<file path="src/rtl/i2c_mtx_pkg.sv">
package i2c_mtx_pkg;

  typedef enum logic [2:0] {
    ST_IDLE,
    ST_WAIT_FREE,
    ST_START,
    ST_HOLD,
    ST_BIT,
    ST_RSTART,
    ST_STOP
  } eng_state_e;

  localparam logic [7:0] SC_START    = 8'h08;
  localparam logic [7:0] SC_RSTART   = 8'h10;
  localparam logic [7:0] SC_AD_ACK   = 8'h18;
  localparam logic [7:0] SC_AD_NACK  = 8'h20;
  localparam logic [7:0] SC_DT_ACK   = 8'h28;
  localparam logic [7:0] SC_DT_NACK  = 8'h30;
  localparam logic [7:0] SC_ARB_LOST = 8'h38;
  localparam logic [7:0] SC_NONE     = 8'hF8;

  localparam int CB_EN   = 0;
  localparam int CB_STO  = 1;
  localparam int CB_STA  = 2;
  localparam int CB_WCOL = 3;
  localparam int CB_FLAG = 7;

endpackage

</file>
<file path="src/rtl/i2c_mtx_tick.sv">
module i2c_mtx_tick #(
  parameter int QTR_CYC = 5
) (
  input  logic clk_i,
  input  logic rst_ni,
  output logic tick_o
);
  localparam int CW = (QTR_CYC > 1) ? $clog2(QTR_CYC) : 1;

  logic [CW-1:0] cnt_q;

  assign tick_o = (cnt_q == CW'(QTR_CYC - 1));

  always_ff @(posedge clk_i or negedge rst_ni) begin
    if (!rst_ni)     cnt_q <= '0;
    else if (tick_o) cnt_q <= '0;
    else             cnt_q <= cnt_q + 1'b1;
  end

endmodule

</file>
<file path="src/rtl/i2c_mtx_busmon.sv">
module i2c_mtx_busmon #(
  parameter int BIT_CYC = 20
) (
  input  logic clk_i,
  input  logic rst_ni,
  input  logic scl_i,
  input  logic sda_i,
  output logic bus_free_o
);
  localparam int CW = $clog2(BIT_CYC + 1);

  logic          scl_q, sda_q;
  logic          busy_q, stop_pend_q;
  logic [CW-1:0] idle_cnt_q;
  logic          start_det, stop_det, idle_done;

  assign start_det  = scl_i & scl_q & sda_q & ~sda_i;
  assign stop_det   = scl_i & scl_q & ~sda_q & sda_i;
  assign idle_done  = stop_pend_q & scl_i & sda_i & (idle_cnt_q == CW'(BIT_CYC - 1));
  assign bus_free_o = ~busy_q;

  always_ff @(posedge clk_i or negedge rst_ni) begin
    if (!rst_ni) begin
      scl_q       <= 1'b1;
      sda_q       <= 1'b1;
      busy_q      <= 1'b0;
      stop_pend_q <= 1'b0;
      idle_cnt_q  <= '0;
    end else begin
      scl_q <= scl_i;
      sda_q <= sda_i;
      if (start_det) begin
        busy_q      <= 1'b1;
        stop_pend_q <= 1'b0;
        idle_cnt_q  <= '0;
      end else if (stop_det) begin
        stop_pend_q <= busy_q;
        idle_cnt_q  <= '0;
      end else if (idle_done) begin
        busy_q      <= 1'b0;
        stop_pend_q <= 1'b0;
        idle_cnt_q  <= '0;
      end else if (stop_pend_q) begin
        if (scl_i && sda_i) idle_cnt_q <= idle_cnt_q + 1'b1;
        else                idle_cnt_q <= '0;
      end
    end
  end

  // bus becomes free only with both lines high
  p_free_needs_idle_r2: assert property (@(posedge clk_i) disable iff (!rst_ni)
    $rose(bus_free_o) |-> $past(scl_i && sda_i));

endmodule

</file>
<file path="src/rtl/i2c_mtx_regs.sv">
module i2c_mtx_regs
  import i2c_mtx_pkg::*;
(
  input  logic       clk_i,
  input  logic       rst_ni,
  input  logic       reg_we_i,
  input  logic       reg_sel_i,
  input  logic [7:0] reg_wdata_i,
  input  logic       set_flag_i,
  input  logic [7:0] code_i,
  input  logic       stop_done_i,
  output logic       flag_o,
  output logic       en_o,
  output logic       sta_o,
  output logic       sto_o,
  output logic       wcol_o,
  output logic [7:0] data_o,
  output logic [7:0] status_o
);
  logic       flag_q, en_q, sta_q, sto_q, wcol_q;
  logic [7:0] data_q, status_q;
  logic       ctrl_we, data_we;

  assign ctrl_we = reg_we_i & ~reg_sel_i;
  assign data_we = reg_we_i & reg_sel_i;

  always_ff @(posedge clk_i or negedge rst_ni) begin
    if (!rst_ni) begin
      flag_q   <= 1'b0;
      en_q     <= 1'b0;
      sta_q    <= 1'b0;
      sto_q    <= 1'b0;
      wcol_q   <= 1'b0;
      data_q   <= '0;
      status_q <= SC_NONE;
    end else begin
      if (ctrl_we) begin
        en_q  <= reg_wdata_i[CB_EN];
        sta_q <= reg_wdata_i[CB_STA];
        sto_q <= reg_wdata_i[CB_STO];
        if (reg_wdata_i[CB_FLAG]) begin
          flag_q   <= 1'b0;
          status_q <= SC_NONE;
        end
      end
      if (data_we) begin
        if (flag_q) begin
          data_q <= reg_wdata_i;
          wcol_q <= 1'b0;
        end else begin
          wcol_q <= 1'b1;
        end
      end
      if (set_flag_i) begin
        flag_q   <= 1'b1;
        status_q <= code_i;
      end
      if (stop_done_i) sto_q <= 1'b0;
    end
  end

  assign flag_o   = flag_q;
  assign en_o     = en_q;
  assign sta_o    = sta_q;
  assign sto_o    = sto_q;
  assign wcol_o   = wcol_q;
  assign data_o   = data_q;
  assign status_o = status_q;

  p_wcol_busy_write_r7: assert property (@(posedge clk_i) disable iff (!rst_ni)
    (data_we && !flag_q) |=> (wcol_q && $stable(data_q)));

  p_flag_code_valid_r4: assert property (@(posedge clk_i) disable iff (!rst_ni)
    $rose(flag_q) |-> (status_q == SC_START || status_q == SC_RSTART ||
                       status_q == SC_AD_ACK || status_q == SC_AD_NACK ||
                       status_q == SC_DT_ACK || status_q == SC_DT_NACK ||
                       status_q == SC_ARB_LOST));

  p_stop_no_flag_r8: assert property (@(posedge clk_i) disable iff (!rst_ni)
    stop_done_i |=> (!flag_q && !sto_q));

endmodule

</file>
<file path="src/rtl/i2c_mtx_engine.sv">
module i2c_mtx_engine
  import i2c_mtx_pkg::*;
(
  input  logic       clk_i,
  input  logic       rst_ni,
  input  logic       tick_i,
  input  logic       bus_free_i,
  input  logic       sda_i,
  input  logic       en_i,
  input  logic       sta_i,
  input  logic       sto_i,
  input  logic       flag_i,
  input  logic [7:0] data_i,
  output logic       scl_low_o,
  output logic       sda_low_o,
  output logic       set_flag_o,
  output logic [7:0] code_o,
  output logic       stop_done_o
);
  eng_state_e state_q, state_d;
  logic [1:0] q_q, q_d;
  logic [3:0] bi_q, bi_d;
  logic [7:0] sh_q, sh_d;
  logic       addr_q, addr_d;
  logic       ack_q, ack_d;
  logic       scl_q, scl_d;
  logic       sda_q, sda_d;
  logic       last_bit;

  assign last_bit = (bi_q == 4'd8);

  always_comb begin
    state_d     = state_q;
    q_d         = q_q;
    bi_d        = bi_q;
    sh_d        = sh_q;
    addr_d      = addr_q;
    ack_d       = ack_q;
    scl_d       = scl_q;
    sda_d       = sda_q;
    set_flag_o  = 1'b0;
    code_o      = SC_NONE;
    stop_done_o = 1'b0;
    if (!en_i) begin
      state_d = ST_IDLE;
      scl_d   = 1'b0;
      sda_d   = 1'b0;
      q_d     = '0;
    end else begin
      unique case (state_q)
        ST_IDLE: begin
          if (!flag_i && sta_i) state_d = ST_WAIT_FREE;
        end
        ST_WAIT_FREE: begin
          if (!sta_i) state_d = ST_IDLE;
          else if (bus_free_i && tick_i) begin
            state_d = ST_START;
            q_d     = '0;
          end
        end
        ST_START: if (tick_i) begin
          q_d = q_q + 2'd1;
          if (q_q == 2'd0) sda_d = 1'b1;
          else if (q_q == 2'd2) begin
            scl_d      = 1'b1;
            state_d    = ST_HOLD;
            addr_d     = 1'b1;
            set_flag_o = 1'b1;
            code_o     = SC_START;
          end
        end
        ST_HOLD: begin
          if (!flag_i) begin
            q_d = '0;
            if (sto_i)      state_d = ST_STOP;
            else if (sta_i) state_d = ST_RSTART;
            else begin
              state_d = ST_BIT;
              bi_d    = '0;
              sh_d    = data_i;
            end
          end
        end
        ST_BIT: if (tick_i) begin
          q_d = q_q + 2'd1;
          unique case (q_q)
            2'd0: sda_d = last_bit ? 1'b0 : ~sh_q[7];
            2'd1: scl_d = 1'b0;
            2'd2: begin
              if (last_bit) ack_d = ~sda_i;
              else if (sh_q[7] && !sda_i) begin
                // released high but line low: another master won
                scl_d      = 1'b0;
                sda_d      = 1'b0;
                state_d    = ST_IDLE;
                set_flag_o = 1'b1;
                code_o     = SC_ARB_LOST;
              end
            end
            2'd3: begin
              scl_d = 1'b1;
              if (last_bit) begin
                state_d    = ST_HOLD;
                addr_d     = 1'b0;
                set_flag_o = 1'b1;
                if (addr_q) code_o = ack_q ? SC_AD_ACK : SC_AD_NACK;
                else        code_o = ack_q ? SC_DT_ACK : SC_DT_NACK;
              end else begin
                bi_d = bi_q + 4'd1;
                sh_d = {sh_q[6:0], 1'b0};
              end
            end
            default: ;
          endcase
        end
        ST_RSTART: if (tick_i) begin
          q_d = q_q + 2'd1;
          unique case (q_q)
            2'd0: sda_d = 1'b0;
            2'd1: scl_d = 1'b0;
            2'd2: sda_d = 1'b1;
            2'd3: begin
              scl_d      = 1'b1;
              state_d    = ST_HOLD;
              addr_d     = 1'b1;
              set_flag_o = 1'b1;
              code_o     = SC_RSTART;
            end
            default: ;
          endcase
        end
        ST_STOP: if (tick_i) begin
          q_d = q_q + 2'd1;
          unique case (q_q)
            2'd0: sda_d = 1'b1;
            2'd1: scl_d = 1'b0;
            2'd2: sda_d = 1'b0;
            2'd3: begin
              state_d     = ST_IDLE;
              stop_done_o = 1'b1;
            end
            default: ;
          endcase
        end
        default: state_d = ST_IDLE;
      endcase
    end
  end

  always_ff @(posedge clk_i or negedge rst_ni) begin
    if (!rst_ni) begin
      state_q <= ST_IDLE;
      q_q     <= '0;
      bi_q    <= '0;
      sh_q    <= '0;
      addr_q  <= 1'b0;
      ack_q   <= 1'b0;
      scl_q   <= 1'b0;
      sda_q   <= 1'b0;
    end else begin
      state_q <= state_d;
      q_q     <= q_d;
      bi_q    <= bi_d;
      sh_q    <= sh_d;
      addr_q  <= addr_d;
      ack_q   <= ack_d;
      scl_q   <= scl_d;
      sda_q   <= sda_d;
    end
  end

  assign scl_low_o = scl_q;
  assign sda_low_o = sda_q;

  p_hold_scl_low_r6: assert property (@(posedge clk_i) disable iff (!rst_ni)
    (state_q == ST_HOLD) |-> scl_q);

  p_start_on_free_r2: assert property (@(posedge clk_i) disable iff (!rst_ni)
    (state_q == ST_START && tick_i && q_q == 2'd0) |-> bus_free_i);

  p_sda_moves_scl_low_r4: assert property (@(posedge clk_i) disable iff (!rst_ni)
    (state_q == ST_BIT && !$stable(sda_q)) |-> scl_q);

endmodule

</file>
<file path="src/rtl/i2c_mtx.sv">
module i2c_mtx
  import i2c_mtx_pkg::*;
#(
  parameter int QTR_CYC = 5
) (
  input  logic       clk_i,
  input  logic       rst_ni,
  input  logic       reg_we_i,
  input  logic       reg_sel_i,
  input  logic [7:0] reg_wdata_i,
  output logic [7:0] ctrl_o,
  output logic [7:0] status_o,
  input  logic       scl_i,
  input  logic       sda_i,
  output logic       scl_oe_o,
  output logic       sda_oe_o
);
  localparam int BIT_CYC = 4 * QTR_CYC;

  logic       tick, bus_free;
  logic       flag, en, sta, sto, wcol;
  logic [7:0] data, code;
  logic       set_flag, stop_done;

  i2c_mtx_tick #(.QTR_CYC(QTR_CYC)) u_tick (
    .clk_i  (clk_i),
    .rst_ni (rst_ni),
    .tick_o (tick)
  );

  i2c_mtx_busmon #(.BIT_CYC(BIT_CYC)) u_busmon (
    .clk_i      (clk_i),
    .rst_ni     (rst_ni),
    .scl_i      (scl_i),
    .sda_i      (sda_i),
    .bus_free_o (bus_free)
  );

  i2c_mtx_regs u_regs (
    .clk_i       (clk_i),
    .rst_ni      (rst_ni),
    .reg_we_i    (reg_we_i),
    .reg_sel_i   (reg_sel_i),
    .reg_wdata_i (reg_wdata_i),
    .set_flag_i  (set_flag),
    .code_i      (code),
    .stop_done_i (stop_done),
    .flag_o      (flag),
    .en_o        (en),
    .sta_o       (sta),
    .sto_o       (sto),
    .wcol_o      (wcol),
    .data_o      (data),
    .status_o    (status_o)
  );

  i2c_mtx_engine u_engine (
    .clk_i       (clk_i),
    .rst_ni      (rst_ni),
    .tick_i      (tick),
    .bus_free_i  (bus_free),
    .sda_i       (sda_i),
    .en_i        (en),
    .sta_i       (sta),
    .sto_i       (sto),
    .flag_i      (flag),
    .data_i      (data),
    .scl_low_o   (scl_oe_o),
    .sda_low_o   (sda_oe_o),
    .set_flag_o  (set_flag),
    .code_o      (code),
    .stop_done_o (stop_done)
  );

  assign ctrl_o = {flag, 3'b000, wcol, sta, sto, en};

  p_arb_release_r10: assert property (@(posedge clk_i) disable iff (!rst_ni)
    (flag && status_o == SC_ARB_LOST) |-> (!scl_oe_o && !sda_oe_o));

endmodule

</file>
<file path="config.mk">
export PLATFORM = sky130hd
export DESIGN_NAME = i2c_mtx
export DESIGN_NICKNAME = d
export VERILOG_FILES = /design/src/rtl/i2c_mtx_pkg.sv /design/src/rtl/i2c_mtx_tick.sv /design/src/rtl/i2c_mtx_busmon.sv /design/src/rtl/i2c_mtx_regs.sv /design/src/rtl/i2c_mtx_engine.sv /design/src/rtl/i2c_mtx.sv
export SDC_FILE = /design/constraint.sdc
export NUM_CORES = 1
export LEC_CHECK = 0
export BUFFER_PORTS_ARGS = -buffer_cell sky130_fd_sc_hd__buf_2
export CORE_ASPECT_RATIO = 0.9
export CORE_MARGIN = 4
export CORE_UTILIZATION = 35
export DETAILED_ROUTE_END_ITERATION = 6
export PLACE_DENSITY = 0.56
export SYNTH_ARGS = -nofsm -noshare
export SYNTH_HDL_FRONTEND = slang
export SYNTH_SLANG_ARGS = --single-unit
</file>
<file path="constraint.sdc">
create_clock -name clk_i -period 2.6 [get_ports clk_i]
set_input_delay 0.39 -clock clk_i [delete_from_list [all_inputs] [get_ports clk_i]]
set_output_delay 0.39 -clock clk_i [all_outputs]
set_load 0.01 [all_outputs]
</file>
# Word level (Yosys, flattened, before mapping)
# Index checks and enable logic that the tools add are counted.
# totals
ff_bits	54
in_bits	14
out_inout_bits	18
elab_cells	238
# classes
add_sub_neg	4
n_eq_ne	52
n_mux	119
bitwise	15
n_reduce_logical	27
# ops
op	count
$mux W8	20
$mux W3	18
$mux W1	46
$pmux W8 S2	2
$mux W5	6
$ne A3 B2 Y1 const B	10
$mux W4	6
$ne A4 B2 Y1 const B	6
$pmux W8 S3	1
$pmux W3 S7	1
$ne A2 B1 Y1 const B	8
$ne A3 B3 Y1 const B	5
$reduce_and A15 Y1	1
$eq A3 B3 Y1 const B	4
$reduce_and A12 Y1	1
$reduce_and A11 Y1	1
$and A1 B1 Y1	10
$mux W2	5
$ne A2 B2 Y1 const B	5
$pmux W1 S2	5
$reduce_and A10 Y1	1
$reduce_and A5 Y1	2
$reduce_bool A2 Y1	5
$pmux W1 S3	3
other kinds (29)	45

# Depth between registers and ports, before layout
# Gate-level depths: netlist (run 1).
# logic_depth
depth_word	10
depth_mapped	8
mapped_depth_nobuf	7

# Modules after synthesis
# A second synthesis (run 1) with hierarchy kept.
# hier_totals
hier_cells	336
area_unflattened_um2	3154.3
# modules_own_cells
mod	instances	cells_each	area_per_inst_um2	seq_area_each_um2
i2c_mtx_engine	1	204	1654.1	525.5
i2c_mtx_regs	1	67	825.8	531.8
i2c_mtx_busmon	1	45	474.2	227.7
i2c_mtx_tick	1	11	136.4	75.1
i2c_mtx	1	9	63.8	0.0

# Worst setup path before layout (run 1)
# Ideal clock, no wire load.
# synth_path
path_type	register to register
start	register u_engine.q_q[1]
end	register u_engine.state_q[0]
setup_time_ps	125
t_arrival_ps	1849
required_ps	2475
setup_slack_ps	626
stages_incl_launch_ff	8
n_path_buf	1
period_less_slack_ps	1974
path_cell_list	dfrtp_1 -> ha_1 -> clkbuf_1 -> nor2b_1 -> a2111oi_0 -> o311ai_0 -> nand3_1 -> mux2_2
# synth_via
elab_chain_cells	5
word_cells_on_any_way	16
cone_classes	eq/ne: 10; mux: 4; reduce/logical: 2
# synth_rtl
item	line_no	source
start: declaration	i2c_mtx_engine.sv:21	logic [1:0] q_q, q_d;
start signal: assignment	i2c_mtx_engine.sv:162	q_q <= q_d;
$eq A2 B2 Y1 (on tied branches)	n/a	
$pmux W3 S2	i2c_mtx_engine.sv:86	unique case (q_q)
$mux W3	i2c_mtx_engine.sv:84	ST_BIT: if (tick_i) begin
$pmux W3 S7	i2c_mtx_engine.sv:50	unique case (state_q)
$mux W3	i2c_mtx_engine.sv:44	if (!en_i) begin
end signal: assignment	i2c_mtx_engine.sv:161	state_q <= state_d;
end: declaration	i2c_mtx_engine.sv:20	eng_state_e state_q, state_d;
# Parallel ways exist; a longest one is shown, timed or not. The select of a mux whose other input is x is not followed.
# A chain may end at the register's enable or synchronous reset.

# Final worst setup path (run 1)
# layout_path
start	register u_engine.q_q[0]
end	register u_engine.state_q[0]
# The elaborated chain is that of the path after synthesis.

==> out/results.md, run 1 <==
- **Fin. Hold Viols** 0
- **worst-case setup slack after placement** 335.3 ps
- **setup TNS after final layout** 0 ps
- **PostCTS Resize Cnt** 0
- **routed length on met2** 2485 um
- **die width** 105.1 um
- **Setup Viol. Count Final** 0
- **worst-case setup margin in the final layout** 269.4 ps
- **synthesized area per cell** 9.232 sq um
- **Slowest Stage Delay on Critical Path** 410 ps
- **ratio of cells with drive above 1 in the final layout** 20.58%
- **wire length of the first global-routing pass** 10710 um
- **Avg WL per Cell** 14.28 um
- **total congestion overflow** 0
- **Synth Area in Compound Gates** 16.75%
- **Crit-path slowest cell** a2111oi_0
- **met1 WL** 3500 um
- **final worst-path cycle share** 89.64%
- **worst ir drop on vdd** 257.0 uV
- **post-DP HPWL** 4539 um
- **die height** 95.43 um
- **CTS tree** done
- **minimum period implied by the final worst setup slack** 2331 ps
- **Worst Path Arrival** 2530 ps
- **Fin Clk Skew** 7.707 ps
- **number of buffers on the longest clock path** 2
- **post-synthesis cell type count** 53
- **Critical Path Start Type** register
- **iteration count of the initial detailed-routing pass** 4
- **required time at the endpoint of the critical path** 2800 ps
- **Worst Setup Path Type** reg -> reg
- **run status** complete, no violations
- **antenna violations before repair** 0
- **number of port buffers** 25
- **WHS** 181.8 ps
- **highest metal layer used by the detailed router** met4
- **synthesized netlist cell count** 322
- **ratio of total power to cell area** 724.7 nW/um^2
- **number of enable flip-flop cells after synthesis** 0
- **post-detailed-route via-to-cell ratio** 5.153
- **highest clock rate** 429.1 MHz
- **effective utilization at floorplan** 36.50%
- **xor-xnor portion of the synthesized cell area** 0.5892%
- **number of CTS-inserted buffers** 5
- **normalized max-slew margin** 53.31%
- **Die Footprint** 10030 sq um
- **proportion of synthesized area in mux cells** 7.239%
- **synth-to-layout area growth** 9.217%
- **Final ANT Viol Nets** 0
- **commonest non-fill, non-tap cells in the layout** dfrtp_1 (44), nand2_1 (37), o21ai_0 (27), nor2_1 (25), buf_2 (25)
- **detailed router's first-iteration violation count** 114
- **synthesized flop and latch total** 50
- **clock latency at the later pin of the worst-skew pair** 300 ps
- **maximum number of pins on one net before global-route repair** 51
- **cell leakage power** 1.399 nW
- **RSZ-0062 raised after global routing** no
- **CTS Root Buffer Type** clkbuf_8
- **Post-Syn Area** 2973 sq um
- **clock-pin slew on the worst setup and hold paths** 100 ps
- **DRC violation count after routing** 0
- **combinational family with the most area after synthesis** simple AND/OR/NAND/NOR gates
- **total wire length** 6342 um
- **area post-placement** 3161 sq um
- **final net count** 369
- **antenna cell count** 0
- **# rows** 31
- **crit path capture type** register
- **All-Layer GR Usage** 13.24%
- **proportion of synthesized flip-flops having asynchronous set or reset** 100.0%
- **vias in the first global route** 2088
- **number of filler cells placed in the layout** 834
- **Seq/Total Area, Yosys** 42.34%
- **clk sink count** 50
- **total number of yosys warnings** 0
- **Max Transition Viols Final** 0
- **I/O pin count** 32
- **worst min-delay path category** in -> async
- **placer congestion estimate** 0.8574
- **# hold bufs at CTS** 0
- **core region area** 8145 sq um
- **sum of met3 wire segment lengths after detailed routing** 287 um
- **Least-Margin Pin Slew** 700.3 ps
- **Non-Filler Cell Area, Final** 3247 sq um
- **most frequent standard cell in the layout excluding fill and tap cells** dfrtp_1
- **Post-Route Utilization** 39.86%
- **Max-cap violations** 0
- **basic-gate share of the synthesized area counting and, or, nand and nor cells** 20.96%
- **adder-cell area share of the yosys netlist** 4.630%
- **vias** 2288
- **Post-synth top flop** dfrtp_1
- **cell breakdown of the critical path** inv_1, ha_1, nor2b_1, a2111oi_0, o311ai_0, nand3_1, mux2_2
- **top fanout value on the critical path** 11
- **H-tree levels** 2
- **Post CTS Setup Buffer Count** 0
synth_stat cells (all sizes together) (2+ instances only):
master,instances,area share (%)
clkbuf,7,0.88
mux2i,8,2.7
and3b,2,0.59
nand3b,4,1.0
o211ai,2,0.50
nor3,6,1.0
and2,3,0.63
nand2b,7,1.5
o21ai,28,4.7
buf,19,4.6
nand3,18,3.0
ha,11,4.6
nor2b,9,1.9
a31oi,10,3.6
nand4,3,0.63
a211oi,4,1.0
dfrtp,44,37
nand4b,2,0.59
o31ai,2,0.50
inv,15,1.9
nand2,37,4.7
a21oi,11,1.9
dfstp,6,5.3
a21boi,3,0.76
nor2,26,3.5
xor2,2,0.59
and3,2,0.42
mux2,12,4.5
logic make-up after synthesis:
| family | count (synthesis) |
|---|---|
| flops | 50 |
| buf+inv | 41 |
| fa+ha+maj | 11 |
| compound gates | 73 |
| other cells | 1 |
| simple gates | 124 |
| xor+xnor | 2 |
| mux | 20 |
worst max-delay path: cells and delay by family, from the launching register on:
kind,cells,cell delay [ps]
and+or+nand+nor,2,430
AOI/OAI and AO/OA,2,610
adders and majority gates,1,340
muxes,1,350
DFF,1,400
buffers and inverters,1,110
final timing paths:
| check | from | endpoint | slack (ps) | cells past startpoint |
|---|---|---|---|---|
| min in group clk_i | scl_i | u_busmon.scl_q | 220 | 1 |
| max reg2reg | u_engine.q_q[0] | u_engine.state_q[0] | 270 | 7 |
| max | u_engine.q_q[0] | u_engine.state_q[0] | 270 | 7 |
| min | rst_ni | u_regs.data_o[3] | 180 | 2 |
| max in group asynchronous | rst_ni | u_engine.q_q[1] | 1980 | 2 |
| min reg2reg | u_tick.cnt_q[0] | u_tick.cnt_q[0] | 460 | 1 |
flip-flops by register name, summed over array words and instances, names as in the netlist, 2 cells and up:
name                 cells
u_regs.data_o            8
u_busmon.idle_cnt_q      5
u_engine.state_q         3
u_engine.bi_q            4
u_engine.q_q             2
u_engine.sh_q            8
u_regs.status_o          4
u_tick.cnt_q             3
cell type report:
| type | count | area [sq um] | share of cell area (%) |
|---|---|---|---|
| repair buffers | 36 | 207.7 | 6.397 |
| well taps | 99 | 123.9 | 3.815 |
| clock buffers | 6 | 72.57 | 2.235 |
| flip-flops and latches | 50 | 1259 | 38.77 |
| multi-input cells | 236 | 1514 | 46.63 |
| clock inverters | 2 | 13.76 | 0.4239 |
| inverters | 15 | 56.30 | 1.734 |
through the flow:
| stage | power [W] | std cells |
|---|---|---|
| 3_3_place_gp | 0.001901 | 436 |
| 2_1_floorplan | 0.001708 | 327 |
| 5_1_grt | 0.002524 | 444 |
| 3_5_place_dp | 0.001901 | 436 |
| 4_1_cts | 0.002370 | 444 |
| 6_report | 0.002353 | 444 |
routing by layer:
metal  vias to the layer above  track usage, %
met4                         0           3.934
li1                       1162               -
met2                        57           18.86
met3                         8           2.437
met1                      1061           20.25
met5                         -               0
power breakdown:
part	internal (W)	switching [W]
logic	0.000339	0.000427
registers	0.000977	0.000146
clock network	0.000191	0.000273
Note: power is estimated with default switching activity, not from simulation.
==> run 2: changes to the inputs <==
--- a/config.mk
+++ b/config.mk
@@ -5,6 +5,7 @@
 export SDC_FILE = /design/constraint.sdc
 export NUM_CORES = 1
 export LEC_CHECK = 0
+export ABC_AREA = 1
 export BUFFER_PORTS_ARGS = -buffer_cell sky130_fd_sc_hd__buf_2
 export CORE_ASPECT_RATIO = 0.9
 export CORE_MARGIN = 4
==> constraint.sdc (replaced) <==
create_clock -name clk_i -period 2.6 [get_ports clk_i]
set_input_delay 0.39 -clock clk_i [delete_from_list [all_inputs] [get_ports clk_i]]
set_output_delay 0.39 -clock clk_i [all_outputs]
set_load 0.005 [all_outputs]
==> run 2 against run 1 <==
Net effect:
- clock skew is 1.7 ps lower
- die area rose by 3.7%
- sequential power decreased by 4%
==> out/results.md, run 2 <==
- **die height** 97.17 um
- **crit path capture type** register
- **final net count** 463
- **Avg WL per Cell** 12.67 um
- **internal reg-to-reg setup slack** 540 ps
- **DRC violation count after routing** 0
- **Die Footprint** 10400 sq um
- **CTS tree** done
- **clock-pin slew on the worst setup and hold paths** 100 ps
- **final worst-path cycle share** 79.41%
- **antenna cell count** 0
- **H-tree levels** 2
- **effective utilization at floorplan** 35.92%
- **synth-to-layout area growth** 8.620%
- **commonest non-fill, non-tap cells in the layout** nand2_1 (149), dfrtp_1 (44), nor2_1 (40), nand3_1 (34), inv_1 (33)
- **normalized max-slew margin** 57.03%
- **synthesized flop and latch total** 50
- **depth of the most critical reg-to-reg path** 8
- **post-synthesis cell type count** 38
- **area post-placement** 3259 sq um
- **total wire length** 7070 um
- **setup TNS after final layout** 0 ps
- **number of filler cells placed in the layout** 932
- **reg-to-reg endpoint** u_engine.state_q[1]
- **delay-heaviest family, CP** simple AND/OR/NAND/NOR gates
- **worst min-delay path category** in -> async
- **Slowest Stage Delay on Critical Path** 760 ps
- **antenna violations before repair** 0
- **# hold bufs at CTS** 0
- **worst ir drop on vdd** 251.1 uV
- **total area of multi-input combinational cells** 1535 sq um
- **post-DP HPWL** 5212 um
- **post-detailed-route via-to-cell ratio** 4.767
- **I/O pin count** 32
- **number of buffers on the longest clock path** 2
- **Post CTS Setup Buffer Count** 0
- **Crit Reg-Reg Startpoint** u_regs.en_o
- **Most Frequent Cell on Critical Path** nand2_1
- **core region area** 8608 sq um
- **worst setup path endpoint** u_engine.state_q[1]
- **Critical Path Stages** 8
- **placer congestion estimate** 0.9206
- **Fin Clk Skew** 5.974 ps
- **vias** 2660
- **top fanout value on the critical path** 18
- **Post-synth top flop** dfrtp_1
- **register area** 1259 sq um
- **Worst Setup Path Type** reg -> reg
- **Max Transition Viols Final** 0
- **number of port buffers** 25
- **clk sink count** 50
- **synthesized area per cell** 7.379 sq um
- **Critical Path Start Type** register
- **total congestion overflow** 0
- **Worst Path Arrival** 2320 ps
- **vias in the first global route** 2509
- **Post-Syn Area** 3092 sq um
- **critical path startpoint** u_regs.en_o
- **number of CTS-inserted buffers** 5
- **ratio of cells with drive above 1 in the final layout** 14.12%
- **total number of yosys warnings** 0
- **Crit-path slowest cell** dfrtp_1
- **most common cell in the netlist** nand2_1
- **Final ANT Viol Nets** 0
- **CTS Root Buffer Type** clkbuf_8
- **Fin. Hold Viols** 0
- **proportion of synthesized flip-flops having asynchronous set or reset** 100.0%
- **highest clock rate** 484.4 MHz
- **run status** complete, no violations
- **All-Layer GR Usage** 14.18%
- **ratio of total power to cell area** 626.5 nW/um^2
- **most area-consuming cells after synthesis** dfrtp_1 (36%), nand2_1 (18%), nand3_1 (5.5%)
- **Least-Margin Pin Slew** 644.5 ps
- **Seq/Total Area, Yosys** 40.71%
- **number of enable flip-flop cells after synthesis** 0
- **PostCTS Resize Cnt** 0
- **Setup Viol. Count Final** 0
- **Non-Filler Cell Area, Final** 3358 sq um
- **Post-synth top cells** nand2_1 (149), dfrtp_1 (44), nor2_1 (40)
- **iteration count of the initial detailed-routing pass** 5
- **detailed router's first-iteration violation count** 161
- **most frequent standard cell in the layout excluding fill and tap cells** nand2_1
- **Max-cap violations** 0
- **top-area cell type share of the netlist area** 35.61%
- **# rows** 32
- **synthesized netlist cell count** 419
- **largest area contributor in the synthesized netlist** dfrtp_1
- **cell breakdown of the critical path** inv_1, nor2_2, nand3_1, nand3_1, nor2_1, nand2_1, nand2_1, nand2_1
- **die width** 107.1 um
- **required time at the endpoint of the critical path** 2850 ps
- **clock latency at the later pin of the worst-skew pair** 310 ps
- **RSZ-0062 raised after global routing** no
- **minimum period implied by the final worst setup slack** 2065 ps
- **cell leakage power** 1.696 nW
- **count of buffer and inverter cells on the critical path** 1
- **wire length of the first global-routing pass** 12180 um
- **maximum number of pins on one net before global-route repair** 51
## run 2: changes by cell type in the layout (fill, tap and decap cells not counted), moves of 4 or more
| cell | before | now |
|---|---|---|
| nor2_1 | 25 | 40 |
| a21oi_1 | 11 | 5 |
| nand4_1 | 3 | 10 |
| nor2b_1 | 9 | 0 |
| o21ai_2 | 0 | 4 |
| nand2b_1 | 7 | 0 |
| nand2_1 | 37 | 149 |
| inv_1 | 15 | 33 |
| a31oi_2 | 7 | 0 |
| mux2_2 | 12 | 0 |
| buf_4 | 11 | 1 |
| mux2i_1 | 8 | 0 |
| nand3_1 | 18 | 34 |
## run 2: layer usage
layer | share of wire (%) | GRT usage, %
met5 | 0 | 0
met4 | 1.3 | 3.343
met3 | 6.1 | 2.924
met2 | 45 | 21.16
met1 | 48 | 20.93
## run 2: layout make-up
| class | instances | share of cell area, % |
|---|---|---|
| Inverter | 41 | 4.881 |
| Sequential cell | 50 | 37.48 |
| Multi-Input combinational cell | 313 | 45.72 |
| Clock buffer | 6 | 2.459 |
| Timing Repair Buffer | 27 | 4.545 |
| Clock inverter | 2 | 0.4844 |
| Tap cell | 119 | 4.434 |
## run 2: kinds of logic (layout without fill, tap and decap cells)
logic type / Yosys count / count (layout) / share of synthesized area (%)
AND/OR/NAND/NOR: 250 / 250 / 35.17
adder cells (fa/ha/maj): 11 / 11 / 4.452
buffers and inverters: 61 / 76 / 10.24
flip-flops: 50 / 50 / 40.71
AO/OA/AOI/OAI: 40 / 40 / 7.609
XOR/XNOR: 6 / 6 / 1.700
other: 1 / 6 / 0.1213
## run 2: stage by stage
| stage | hold WS (ps) | utilization (%) | std cells | setup WS [ps] | total power [W] |
|---|---|---|---|---|---|
| global placement | 405.1 | 37.86 | 550 | 563.2 | 0.001609 |
| floorplan | 94.41 | - | 424 | 1032 | 0.001486 |
| global route | 75.16 | 39.01 | 558 | 388.7 | 0.002273 |
| CTS | 59.89 | 39.01 | 558 | 587.9 | 0.002129 |
| finish | 49.53 | 39.01 | 558 | 535.4 | 0.002104 |
| detailed placement | 402.9 | 37.86 | 550 | 625.6 | 0.001616 |
## run 2: worst reg2reg max path, stage by stage (launching register included)
cell and delay [ps]:
dfrtp_1 760, inv_1 370, nor2_2 290, nand3_1 170
nand3_1 120, nor2_1 80, nand2_1 100, nand2_1 50
nand2_1 70
## run 2: how the worst min path moves through the flow
stage | slack, ps | cells after the start | to
after global routing | 80 | 2 | u_tick.cnt_q[2]
final | 50 | 2 | u_engine.state_q[1]
after global placement | 410 | 2 | u_engine.scl_low_o
after CTS | 60 | 2 | u_engine.state_q[1]
after floorplan | 90 | 0 | u_busmon.busy_q
after detailed placement | 400 | 2 | u_engine.state_q[1]
## run 2: report_power, final
| group | leakage (nW) | internal, W | switching, W |
|---|---|---|---|
| clock network | 0.0478 | 0.000220 | 0.000288 |
| logic | 1.01 | 0.000207 | 0.000315 |
| registers | 0.638 | 0.000937 | 0.000137 |
| total | 1.70 | 0.00136 | 0.000740 |
==> run 3: changes to the inputs <==
==> constraint.sdc (replaced) <==
create_clock -name clk_i -period 1.9 [get_ports clk_i]
set_input_delay 0.285 -clock clk_i [delete_from_list [all_inputs] [get_ports clk_i]]
set_output_delay 0.285 -clock clk_i [all_outputs]
set_load 0.005 [all_outputs]
==> run 3 against run 2 <==
Net effect:
- routed wire length is 1.6% lower
- fmax is 21% higher
- final cell count is 2.0% higher
- clock power is 27% higher
- count of clock-buffer cells in the layout stayed put
- highest routed layer unchanged
==> out/results.md, run 3 (synthesis gave the netlist of run 2 again) <==
- **run status** complete, no violations
- **core region area** 8608 sq um
- **area post-placement** 3334 sq um
- **synth-to-layout area growth** 12.02%
- **Logic pwr share** 25.9%
- **Internal Dissipation** 0.001844 W
- **H-tree levels** 2
- **crit path capture type** register
- **highest clock rate** 584.5 MHz
- **required time at the endpoint of the critical path** 2120 ps
- **worst-case setup slack after placement** 62.72 ps
- **NetSw** 0.0009928 W
- **CTS Root Buffer Type** clkbuf_8
- **I/O pin count** 32
- **worst-case setup margin in the final layout** 189.0 ps
- **wire length of the first global-routing pass** 11650 um
- **ratio of cells with drive above 1 in the final layout** 18.00%
- **cell leakage power** 1.742 nW
- **maximum number of pins on one net before global-route repair** 33
- **vias in the first global route** 2441
- **number of port buffers** 25
- **Critical Path Start Type** register
- **placer congestion estimate** 0.8985
- **portion of total power attributed to sequential cells** 51.3%
- **minimum period implied by the final worst setup slack** 1711 ps
- **worst min-delay path category** in -> reg
- **Worst Setup Path Type** reg -> reg
- **Avg WL per Cell** 12.22 um
- **iteration count of the initial detailed-routing pass** 4
- **Final ANT Viol Nets** 0
- **Die Footprint** 10400 sq um
- **vias** 2658
- **most frequent standard cell in the layout excluding fill and tap cells** nand2_1
- **Worst Path Arrival** 1930 ps
- **number of filler cells placed in the layout** 880
- **Setup Viol. Count Final** 0
- **critical path startpoint** u_engine.state_q[0]
- **total congestion overflow** 0
- **die height** 97.17 um
- **worst ir drop on vdd** 417.8 uV
- **final worst-path cycle share** 90.05%
- **Crit Reg-Reg Startpoint** u_engine.state_q[0]
- **CTS tree** done
- **total wire length** 6956 um
- **antenna cell count** 0
- **clock latency at the later pin of the worst-skew pair** 310 ps
- **number of CTS-inserted buffers** 5
- **post-DP HPWL** 5320 um
- **antenna violations before repair** 0
- **clk sink count** 50
- **Max Transition Viols Final** 0
- **effective utilization at floorplan** 35.92%
- **Max-cap violations** 0
- **startpoint of the worst hold path** scl_i
- **Post-Route Utilization** 40.23%
- **# rows** 32
- **DRC violation count after routing** 0
- **Post CTS Setup Buffer Count** 0
- **Non-Filler Cell Area, Final** 3463 sq um
- **number of buffers on the longest clock path** 2
- **top fanout value on the critical path** 16
- **Fin Clk Skew** 12.28 ps
- **ratio of total power to cell area** 819.0 nW/um^2
- **All-Layer GR Usage** 13.69%
- **commonest non-fill, non-tap cells in the layout** nand2_1 (148), dfrtp_1 (41), nor2_1 (36), nand3_1 (34), inv_1 (33)
- **post-detailed-route via-to-cell ratio** 4.671
- **detailed router's first-iteration violation count** 101
- **Fin. Hold Viols** 0
- **die width** 107.1 um
- **Clk network pwr share** 22.7%
- **fraction of power spent switching nets** 35.00%
- **final net count** 474
- **clock-pin slew on the worst setup and hold paths** 90 ps
[run 3: metrics by stage]
| step | total power [W] | setup TNS [ps] | cells | hold slack (ps) |
|---|---|---|---|---|
| 2_1_floorplan | 0.002033 | 0 | 424 | -10.59 |
| 6_report | 0.002836 | 0 | 569 | 99.57 |
| 3_5_place_dp | 0.002208 | 0 | 560 | 272.0 |
| 4_1_cts | 0.002863 | 0 | 569 | 89.84 |
| 5_1_grt | 0.003055 | -3.895 | 569 | 80.64 |
| 3_3_place_gp | 0.002200 | 0 | 560 | 272.5 |
[run 3: power by group through the flow]
stage          logic (W)  clock network [W]  registers, W
2_1_floorplan   0.000638                  0       0.00140
3_3_place_gp    0.000729                  0       0.00147
3_5_place_dp    0.000732                  0       0.00148
4_1_cts         0.000735           0.000673       0.00146
5_1_grt         0.000863           0.000708       0.00148
6_report        0.000735           0.000645       0.00146
[run 3: layer usage]
metal	share of wire, %	global-route usage (%)
met3	3.4	2.724
met1	51	20.53
met5	0	0
met4	1.5	4.425
met2	44	19.58
[run 3: critical path, cell delays in order, from the launching register on]
cell	delay, ps
dfrtp_2	540
nor2_8	80
nand2_8	130
clkinv_4	100
nand2_1	90
nand2_1	70
nor2_2	140
nand2_4	110
inv_4	170
nand3_1	80
o21ai_0	90
[run 3: path summary, 6_finish.rpt]
kind | endpoint | slack [ps] | cells after the start
worst min-delay path | u_busmon.scl_q | 100 | 1
worst min register to register | u_tick.cnt_q[0] | 460 | 1
worst max-delay path | u_engine.bi_q[0] | 190 | 10
min in group asynchronous | u_regs.wcol_o | 460 | 2
worst max register to register | u_engine.bi_q[0] | 190 | 10
max in group asynchronous | u_busmon.sda_q | 840 | 3
[run 3: repair_timing]
| item | in CTS | in global routing |
|---|---|---|
| hold endpoints to repair | 14 | 0 |
| hold buffers | 1 | 0 |
| resized for setup | 0 | 13 |
| setup endpoints to repair | 0 | 18 |
[run 3: final cells by class]
class                      count  area (sq um)  share of cell area (%)
clock buffer                   6         72.57                   2.095
clock inverter                 2         13.76                  0.3974
inverter                      41         167.7                   4.841
multi-input combinational    313          1560                   45.05
sequential                    50          1262                   36.45
tap                          119         148.9                   4.299
timing repair buffer          38         237.7                   6.864
